<file path="src/rtl/irq_seq_pkg.sv">
// Package: shared constants and types of the interrupt entry/return sequencer.
// Assumes both sequences have the same fixed length of four cycles.
package irq_seq_pkg;

    localparam int SEQ_LEN = 4;
    localparam int PH_W    = $clog2(SEQ_LEN);

    // phase positions inside a sequence, derived from the length
    localparam logic [PH_W-1:0] PH_FIRST = '0;
    localparam logic [PH_W-1:0] PH_PUSH  = PH_W'(1);
    localparam logic [PH_W-1:0] PH_GSET  = PH_W'(SEQ_LEN - 2);
    localparam logic [PH_W-1:0] PH_LAST  = PH_W'(SEQ_LEN - 1);

    typedef enum logic [1:0] {
        MD_IDLE   = 2'd0,
        MD_ENTRY  = 2'd1,
        MD_RETURN = 2'd2
    } seq_mode_t;

    typedef struct packed {
        logic ack;
        logic gclr;
        logic gset;
        logic push;
        logic pop;
        logic load;
    } seq_strobe_t;

endpackage

</file>
<file path="src/rtl/irq_gate.sv">
// Module: acceptance gate and post-return hold-off bit.
// Decides at each instruction boundary whether a return or an interrupt
// entry starts. Assumes insn_done is only meaningful while idle.
module irq_gate (
    input  logic clk,
    input  logic rst_n,
    input  logic idle,
    input  logic irq_req,
    input  logic gie_i,
    input  logic insn_done,
    input  logic reti_dec,
    input  logic ret_done,
    output logic take_irq,
    output logic take_ret,
    output logic holdoff_q
);

    logic at_boundary;

    // purpose: qualify the boundary strobe with the idle state
    always_comb begin
        at_boundary = idle && insn_done;
    end

    // purpose: a return decode wins over an interrupt at the same boundary
    always_comb begin
        take_ret = at_boundary && reti_dec;
        take_irq = at_boundary && !reti_dec && irq_req && gie_i && !holdoff_q;
    end

    // purpose: hold-off is set by a finished return, cleared by the next boundary
    always_ff @(posedge clk) begin
        if (!rst_n) begin
            holdoff_q <= 1'b0;
        end else if (ret_done) begin
            holdoff_q <= 1'b1;
        end else if (at_boundary) begin
            holdoff_q <= 1'b0;
        end
    end

endmodule

</file>
<file path="src/rtl/irq_seq_ctl.sv">
// Module: sequence controller for entry and return.
// A mode register and a phase counter step through a fixed-length sequence
// and decode the strobes for each phase. Assumes take_irq and take_ret are
// only raised while idle.
module irq_seq_ctl
    import irq_seq_pkg::*;
(
    input  logic        clk,
    input  logic        rst_n,
    input  logic        take_irq,
    input  logic        take_ret,
    output logic        idle,
    output logic        ret_done,
    output logic        in_entry,
    output seq_strobe_t strb
);

    seq_mode_t       mode_q;
    logic [PH_W-1:0] phase_q;
    logic            last_ph;

    // purpose: flag the final phase of any running sequence
    always_comb begin
        last_ph = (mode_q != MD_IDLE) && (phase_q == PH_LAST);
    end

    // purpose: mode and phase registers
    always_ff @(posedge clk) begin
        if (!rst_n) begin
            mode_q  <= MD_IDLE;
            phase_q <= PH_FIRST;
        end else begin
            case (mode_q)
                MD_IDLE: begin
                    phase_q <= PH_FIRST;
                    if (take_ret) begin
                        mode_q <= MD_RETURN;
                    end else if (take_irq) begin
                        mode_q <= MD_ENTRY;
                    end
                end
                default: begin
                    if (last_ph) begin
                        mode_q  <= MD_IDLE;
                        phase_q <= PH_FIRST;
                    end else begin
                        phase_q <= phase_q + PH_W'(1);
                    end
                end
            endcase
        end
    end

    // purpose: status towards the gate and the address path
    always_comb begin
        idle     = (mode_q == MD_IDLE);
        in_entry = (mode_q == MD_ENTRY);
        ret_done = (mode_q == MD_RETURN) && (phase_q == PH_LAST);
    end

    // purpose: decode the strobes for the current phase
    always_comb begin
        strb = '0;
        case (mode_q)
            MD_ENTRY: begin
                strb.ack  = (phase_q == PH_FIRST);
                strb.gclr = (phase_q == PH_FIRST);
                strb.push = (phase_q == PH_PUSH);
                strb.load = (phase_q == PH_LAST);
            end
            MD_RETURN: begin
                strb.pop  = (phase_q == PH_FIRST);
                strb.gset = (phase_q == PH_GSET);
                strb.load = (phase_q == PH_LAST);
            end
            default: strb = '0;
        endcase
    end

endmodule

</file>
<file path="src/rtl/irq_addr_path.sv">
// Module: address path of the sequencer.
// Captures the resume address at acceptance and the popped address during
// the pop cycle, and selects the value loaded into the program counter.
// Assumes pop_data is valid in the cycle pop_en is high.
module irq_addr_path #(
    parameter int              PC_W   = 9,
    parameter logic [PC_W-1:0] VECTOR = '0
) (
    input  logic            clk,
    input  logic            rst_n,
    input  logic            take_irq,
    input  logic            pop_en,
    input  logic            in_entry,
    input  logic [PC_W-1:0] pc_cur,
    input  logic [PC_W-1:0] pop_data,
    output logic [PC_W-1:0] push_data,
    output logic [PC_W-1:0] pc_load_val
);

    logic [PC_W-1:0] resume_q;
    logic [PC_W-1:0] popped_q;

    // purpose: hold the resume address from the accepting boundary
    always_ff @(posedge clk) begin
        if (!rst_n) begin
            resume_q <= '0;
        end else if (take_irq) begin
            resume_q <= pc_cur;
        end
    end

    // purpose: hold the address read from the stack during the pop cycle
    always_ff @(posedge clk) begin
        if (!rst_n) begin
            popped_q <= '0;
        end else if (pop_en) begin
            popped_q <= pop_data;
        end
    end

    // purpose: drive the stack write data and the program counter load value
    always_comb begin
        push_data   = resume_q;
        pc_load_val = in_entry ? VECTOR : popped_q;
    end

endmodule

</file>
<file path="src/rtl/irq_seq_top.sv">
// Module: interrupt entry and return sequencer, top level.
// Connects the acceptance gate, the sequence controller and the address
// path. Assumes the execute stage raises insn_done only when an instruction,
// multi-cycle ones included, has fully completed, and holds off fetch while
// busy is high.
module irq_seq_top #(
    parameter int              PC_W   = 9,
    parameter logic [PC_W-1:0] VECTOR = PC_W'(1)
) (
    input  logic            clk,
    input  logic            rst_n,
    input  logic            irq_req,
    input  logic            gie_i,
    input  logic            insn_done,
    input  logic            reti_dec,
    input  logic [PC_W-1:0] pc_cur,
    input  logic [PC_W-1:0] pop_data,
    output logic            irq_ack,
    output logic            gie_clr,
    output logic            gie_set,
    output logic            push_en,
    output logic [PC_W-1:0] push_data,
    output logic            pop_en,
    output logic            pc_load,
    output logic [PC_W-1:0] pc_load_val,
    output logic            busy
);
    import irq_seq_pkg::*;

    logic        idle;
    logic        ret_done;
    logic        in_entry;
    logic        take_irq;
    logic        take_ret;
    logic        holdoff_q;
    seq_strobe_t strb;

    irq_gate u_gate (
        .clk       (clk),
        .rst_n     (rst_n),
        .idle      (idle),
        .irq_req   (irq_req),
        .gie_i     (gie_i),
        .insn_done (insn_done),
        .reti_dec  (reti_dec),
        .ret_done  (ret_done),
        .take_irq  (take_irq),
        .take_ret  (take_ret),
        .holdoff_q (holdoff_q)
    );

    irq_seq_ctl u_ctl (
        .clk      (clk),
        .rst_n    (rst_n),
        .take_irq (take_irq),
        .take_ret (take_ret),
        .idle     (idle),
        .ret_done (ret_done),
        .in_entry (in_entry),
        .strb     (strb)
    );

    irq_addr_path #(
        .PC_W   (PC_W),
        .VECTOR (VECTOR)
    ) u_addr (
        .clk         (clk),
        .rst_n       (rst_n),
        .take_irq    (take_irq),
        .pop_en      (strb.pop),
        .in_entry    (in_entry),
        .pc_cur      (pc_cur),
        .pop_data    (pop_data),
        .push_data   (push_data),
        .pc_load_val (pc_load_val)
    );

    // purpose: map the decoded strobes onto the ports
    always_comb begin
        irq_ack = strb.ack;
        gie_clr = strb.gclr;
        gie_set = strb.gset;
        push_en = strb.push;
        pop_en  = strb.pop;
        pc_load = strb.load;
        busy    = !idle;
    end

endmodule

</file>
<file path="config.mk">
export PLATFORM = sky130hd
export DESIGN_NAME = irq_seq_top
export DESIGN_NICKNAME = d
export VERILOG_FILES = /design/src/rtl/irq_seq_pkg.sv /design/src/rtl/irq_gate.sv /design/src/rtl/irq_seq_ctl.sv /design/src/rtl/irq_addr_path.sv /design/src/rtl/irq_seq_top.sv
export SDC_FILE = /design/constraint.sdc
export NUM_CORES = 1
export LEC_CHECK = 0
export BUFFER_PORTS_ARGS = -buffer_cell sky130_fd_sc_hd__buf_2
export CAP_MARGIN = 15
export CORE_MARGIN = 1
export CORE_UTILIZATION = 35
export DETAILED_ROUTE_END_ITERATION = 6
export SYNTH_ARGS = -nofsm -noshare
export SYNTH_HDL_FRONTEND = slang
export SYNTH_SLANG_ARGS = --single-unit
</file>
<file path="constraint.sdc">
create_clock -name clk -period 2.36 [get_ports clk]
set_input_delay 0.354 -clock clk [delete_from_list [all_inputs] [get_ports clk]]
set_output_delay 0.354 -clock clk [all_outputs]
set_load 0.05 [all_outputs]
</file>
== Word level (Yosys, flattened, before mapping) ==
Cells that the tools add are included.

* Memory bits (writable): 0
* Logic and storage cells: 44
* Bits in latches: 0
* Memory bits (read-only): 0
* Memories kept: 0
* Input bits: 24
* Bits in registers: 23

* Order comparisons: 0
* Equal/unequal tests: 6
* $mul: 0
* Multiplexer cells: 12
* Reductions and logical operators: 19
* Divide/modulo/power cells: 0
* $add $sub $neg: 1
* Bitwise operators: 1
* Shift operators: 0

{| class="wikitable"
|+ Operator list
! operator !! number
|-
| $mux W2 || 5
|-
| $mux W9 || 1
|-
| $logic_and A1 B1 Y1 || 8
|-
| $eq A2 B2 Y1 const B || 3
|-
| $mux W1 || 6
|-
| $reduce_bool A2 Y1 || 3
|-
| $eq A2 B1 Y1 const B || 2
|-
| $logic_not A2 Y1 || 2
|-
| $logic_not A1 Y1 || 3
|-
| $ne A3 B1 Y1 const B || 1
|-
| $reduce_or A3 Y1 || 1
|-
| $add A2 B1 Y2 const B || 1
|-
| $reduce_and A2 Y1 || 1
|-
| $reduce_or A2 Y1 || 1
|-
| $not A1 Y1 || 1
|}

== Longest topological paths before layout ==
* Word-level depth: 9
* Mapped depth: 6
* Gate-level depth less buffers: 6

== Cells and area by module ==
Synthesis repeated with hierarchy kept, for this count alone.

* Cells, all modules: 107
* Area total of the unflattened synthesis: 1,128.6 um^2

{| class="wikitable"
|+ By module, submodules not included
! module !! cells each !! area an instance (um^2) !! seq. area each (um^2) !! instances
|-
| irq_addr_path || 66 || 739.5 || 360.3 || 1
|-
| irq_seq_ctl || 33 || 322.8 || 80.1 || 1
|-
| irq_gate || 7 || 62.6 || 20.0 || 1
|-
| irq_seq_top || 1 || 3.8 || 0.0 || 1
|}

== Worst setup path after synthesis ==
No wires, ideal clock.

* Path kind: reg-to-output
* From: register u_ctl.mode_q[1]
* To: output port irq_ack
* Data arrival time: 1.534 ns
* Data required time: 2.006 ns
* Cell stages (with the launch flop): 6
* Path buffers: 2
* Path slack: 0.472 ns
* Path through: dfxtp_1 -> inv_1 -> ha_1 -> clkbuf_1 -> and2_1 -> buf_4

* Cells in the longest elaborated chain, start to end: 2

{| class="wikitable"
|+ RTL lines
! item !! RTL line !! RTL
|-
| start: declaration || irq_seq_ctl.sv:18 || <nowiki>seq_mode_t mode_q;</nowiki>
|-
| start signal: assignment || irq_seq_ctl.sv:30 || <nowiki>mode_q <= MD_IDLE;</nowiki>
|-
| start signal: assignment || irq_seq_ctl.sv:37 || <nowiki>mode_q <= MD_RETURN;</nowiki>
|-
| start signal: assignment || irq_seq_ctl.sv:39 || <nowiki>mode_q <= MD_ENTRY;</nowiki>
|-
| $eq A2 B1 Y1 || irq_seq_ctl.sv:64 || <nowiki>case (mode_q)</nowiki>
|-
| $mux W2 || irq_seq_ctl.sv:64 ||
|-
| end: declaration || irq_seq_top.sv:18 || <nowiki>output logic irq_ack,</nowiki>
|}

Every way passes these cells.

== Worst setup path in the final report ==
* From: register u_ctl.mode_q[0]
* To: output port pop_en

* Cells in the longest elaborated chain, start to end: 2

{| class="wikitable"
|+ RTL lines
! item !! RTL line !! RTL
|-
| $eq A2 B2 Y1 || irq_seq_ctl.sv:64 ||
|-
| $mux W1 || irq_seq_ctl.sv:64 ||
|-
| end: declaration || irq_seq_top.sv:23 || <nowiki>output logic pop_en,</nowiki>
|}

Every way passes these cells.

==> impl_metrics.py <==
metrics = {
    "power": {
        "clkPwrFrac": 0.245,
        "seq_power_share": 0.541,
        "p_sw_mw": 0.2454,
        "power_frac_comb": 0.214,
        "powerDensity_nw_per_um2": 572.2,
        "vdd_drop_max_mv": 0.2858,
        "p_leak_nw": 0.6524,
        "power_mw": 0.7624,
        "p_int_mw": 0.5171,
        "switching_share": 0.3218,
    },
    "run_status": {
        "violations": "DRC",
        "outcome": "complete, but fails checks",
    },
    "yosys": {
        "synth_edf_count": 0,
        "ys.flop_type": "dfxtp_1",
        "avgSynthCellArea_um2": 8.408,
        "ys_ff_latch": 23,
        "synthCells": 125,
        "yosysMostFrequentCell": "nand2_1",
        "ys_async_sr_fraction": 0,
        "yosys-top-cells-area": "dfxtp_1 (44%), nand2_1 (14%), mux2i_1 (8.6%)",
        "synthTopCellsByCount": "nand2_1 (38), dfxtp_1 (23), a21oi_1 (10)",
        "seq_area_frac_synth": 0.4381,
        "ys_types": 23,
        "yosys_warnings": 0,
        "syn_area_um2": 1051,
        "synth.largest_area_cell": "dfxtp_1",
        "syn-num-nets": 156,
        "synth_top_area_share": 0.4381,
    },
    "place": {
        "portBuffers": 48,
        "globalplace.congestion": 0.6922,
        "hpwl_mm": 1.623,
        "placed_cell_area_um2": 1305,
        "dp_cells": 199,
        "pre_cts_ws_ns": 0.6841,
    },
    "timing": {
        "period_needed_ns": 2.022,
        "fin_ws_ns": 0.3377,
        "fin_crit_sh": 0.8569,
        "slew_headroom": 0.7684,
        "rsz0062_at_grt": "false",
        "finClkSkew_ns": 0.001575,
        "max_freq_mhz": 494.5,
        "worst_pin_slew_ns": 0.3474,
        "fin_setup_tns_ns": 0,
        "finalSetupViolCount": 0,
        "hold_slack_ns": 0.2608,
        "hold_violations": 0,
        "slew_violations": 0,
    },
    "floorplanning": {
        "rows": 19,
        "initial_core_util": 0.3747,
        "ios": 49,
        "die_h_um": 56.80,
        "core-area_um2": 2805,
        "dieArea_um2": 3226,
        "die_w_um": 56.80,
    },
    "drt": {
        "avgRoutedWirePerCell_um": 10.71,
        "antenna_left": 0,
        "drtIter0Drc": 28,
        "drt_wl_total_mm": 2.175,
        "via_count": 954,
        "dr.pass1.iters": 6,
        "viasPerCell": 4.700,
        "drcViolationCount": 7,
    },
    "global_route": {
        "grt.met1_usage": 0.1730,
        "grt_max_degree": 21,
        "antenna_found_initial": 0,
        "first_global_vias": 856,
        "use_met2": 0.2398,
        "grt_usage": 0.1444,
        "grt_overflow_total": 0,
        "grt_pass1_wl_mm": 3.622,
        "grtUsageMet3": 0.03456,
        "grt_busiest_layer": "met2",
    },
    "clocking": {
        "cts_resized": 0,
        "cts_max_level": 1,
        "path_clk_slew_ns": 0.13,
        "clkSinkCount": 23,
        "postCtsSetupRepairBufs": 0,
        "cts_buffers": 3,
        "max-clock-path-buffers": 2,
        "cts.hold.buffers_added": 0,
        "clock-root-buffer": "clkbuf_4",
        "clock_latency_ns": 0.31,
        "cts_tree": "built",
    },
    "finish": {
        "area_delta_synth_final_pct": 26.79,
        "drive_gt1_frac": 0.3372,
        "fin_area_um2": 1333,
        "stdcell_count": 203,
        "diodes": 0,
        "final_nets": 204,
        "register_area_um2": 460.4,
        "multi_input_area_um2": 531.8,
        "n_fill_cell": 308,
        "post-route-util": 0.4750,
    },
    "critical_path": {
        "cp-start-kind": "flip-flop",
        "timing.rr.start": "u_ctl.mode_q[1]$_SDFFE_PN0P_",
        "crit_type": "flip-flop to output pin",
        "crit_start": "u_ctl.mode_q[0]$_SDFFE_PN0P_",
        "r2r_setup_slack_ns": 0.84,
        "r2r-end": "u_addr.push_data[0]$_SDFFE_PN0P_",
        "rr_worst_depth": 6,
        "cp.required_ns": 2.01,
        "critPathMaxFanout": 10,
        "cp.arrival_ns": 1.67,
        "crit_path_end_kind": "output pin",
        "crit_end": "pop_en",
    },
    "worst_hold_path": {
        "hold_class": "input pin to flip-flop",
    },
    "run": {
        "cap_violations": 0,
    },
}
==> power by group through the flow <==
stage	Clock, mW	Sequential (mW)	Combinational [mW]
6_report	0.187	0.412	0.163
5_1_grt	0.213	0.414	0.178
4_1_cts	0.197	0.412	0.165
3_5_place_dp	0	0.421	0.165
3_3_place_gp	0	0.420	0.164
2_1_floorplan	0	0.430	0.109
==> routing by layer <==
layer	vias to the layer above	wire length, um
li1	495	-
met1	413	948
met2	42	997
met3	4	200
met4	0	29
met5	-	0
==> final cells by class <==
type                    instances  area share
clock buffers                   3     0.01690
clock inverters                 1    0.003756
inverters                       7     0.01972
multi-input cells              89      0.3991
flip-flops and latches         23      0.3455
well taps                      31     0.02911
repair buffers                 49      0.1859
==> worst max-delay path: stages, from the launching register on <==
cell and delay [ns]:
dfxtp_1 0.35, inv_1 0.08, ha_1 0.19, nand2_1 0.23, inv_2 0.21, buf_2 0.29
==> flip-flops by register name, summed over array words and instances, names as in the netlist <==
name,count
u_addr.popped_q,9
u_gate.holdoff_q,1
u_ctl.mode_q,2
u_ctl.phase_q,2
u_addr.push_data,9
==> worst min path at each step <==
| stage | start | to | slack, ns | cells past startpoint |
|---|---|---|---|---|
| floorplan | u_addr.popped_q[0]$_SDFFE_PN0P_ | u_addr.popped_q[0]$_SDFFE_PN0P_ | 0.43 | 2 |
| global placement | u_addr.push_data[7]$_SDFFE_PN0P_ | u_addr.push_data[7]$_SDFFE_PN0P_ | 0.44 | 2 |
| detailed placement | u_addr.popped_q[1]$_SDFFE_PN0P_ | u_addr.popped_q[1]$_SDFFE_PN0P_ | 0.45 | 2 |
| CTS | pop_data[5] | u_addr.popped_q[5]$_SDFFE_PN0P_ | 0.25 | 3 |
| global route | pop_data[4] | u_addr.popped_q[4]$_SDFFE_PN0P_ | 0.24 | 3 |
| finish | pop_data[0] | u_addr.popped_q[0]$_SDFFE_PN0P_ | 0.26 | 3 |
==> cell usage in the layout (no fill, tap or decap), types with 2 or more instances in the layout <==
master and n:
buf_2 48, nand2_1 38, dfxtp_1 23, a21oi_1 10, mux2i_1 9, nor2b_1 8, ha_1 7, inv_1 5
and2_1 4, nand3_1 3, clkbuf_4 3, inv_2 2
==> logic make-up (layout without fill, tap and decap cells) <==
logic type,Yosys count,in the layout,share of synthesized area
compound gates,12,12,0.06072
fa+ha+maj,7,7,0.08333
mux,9,9,0.08572
flops,23,23,0.4381
buf+inv,13,60,0.05596
simple gates,61,61,0.2762
No activity file was read; power rests on OpenSTA's default activity.
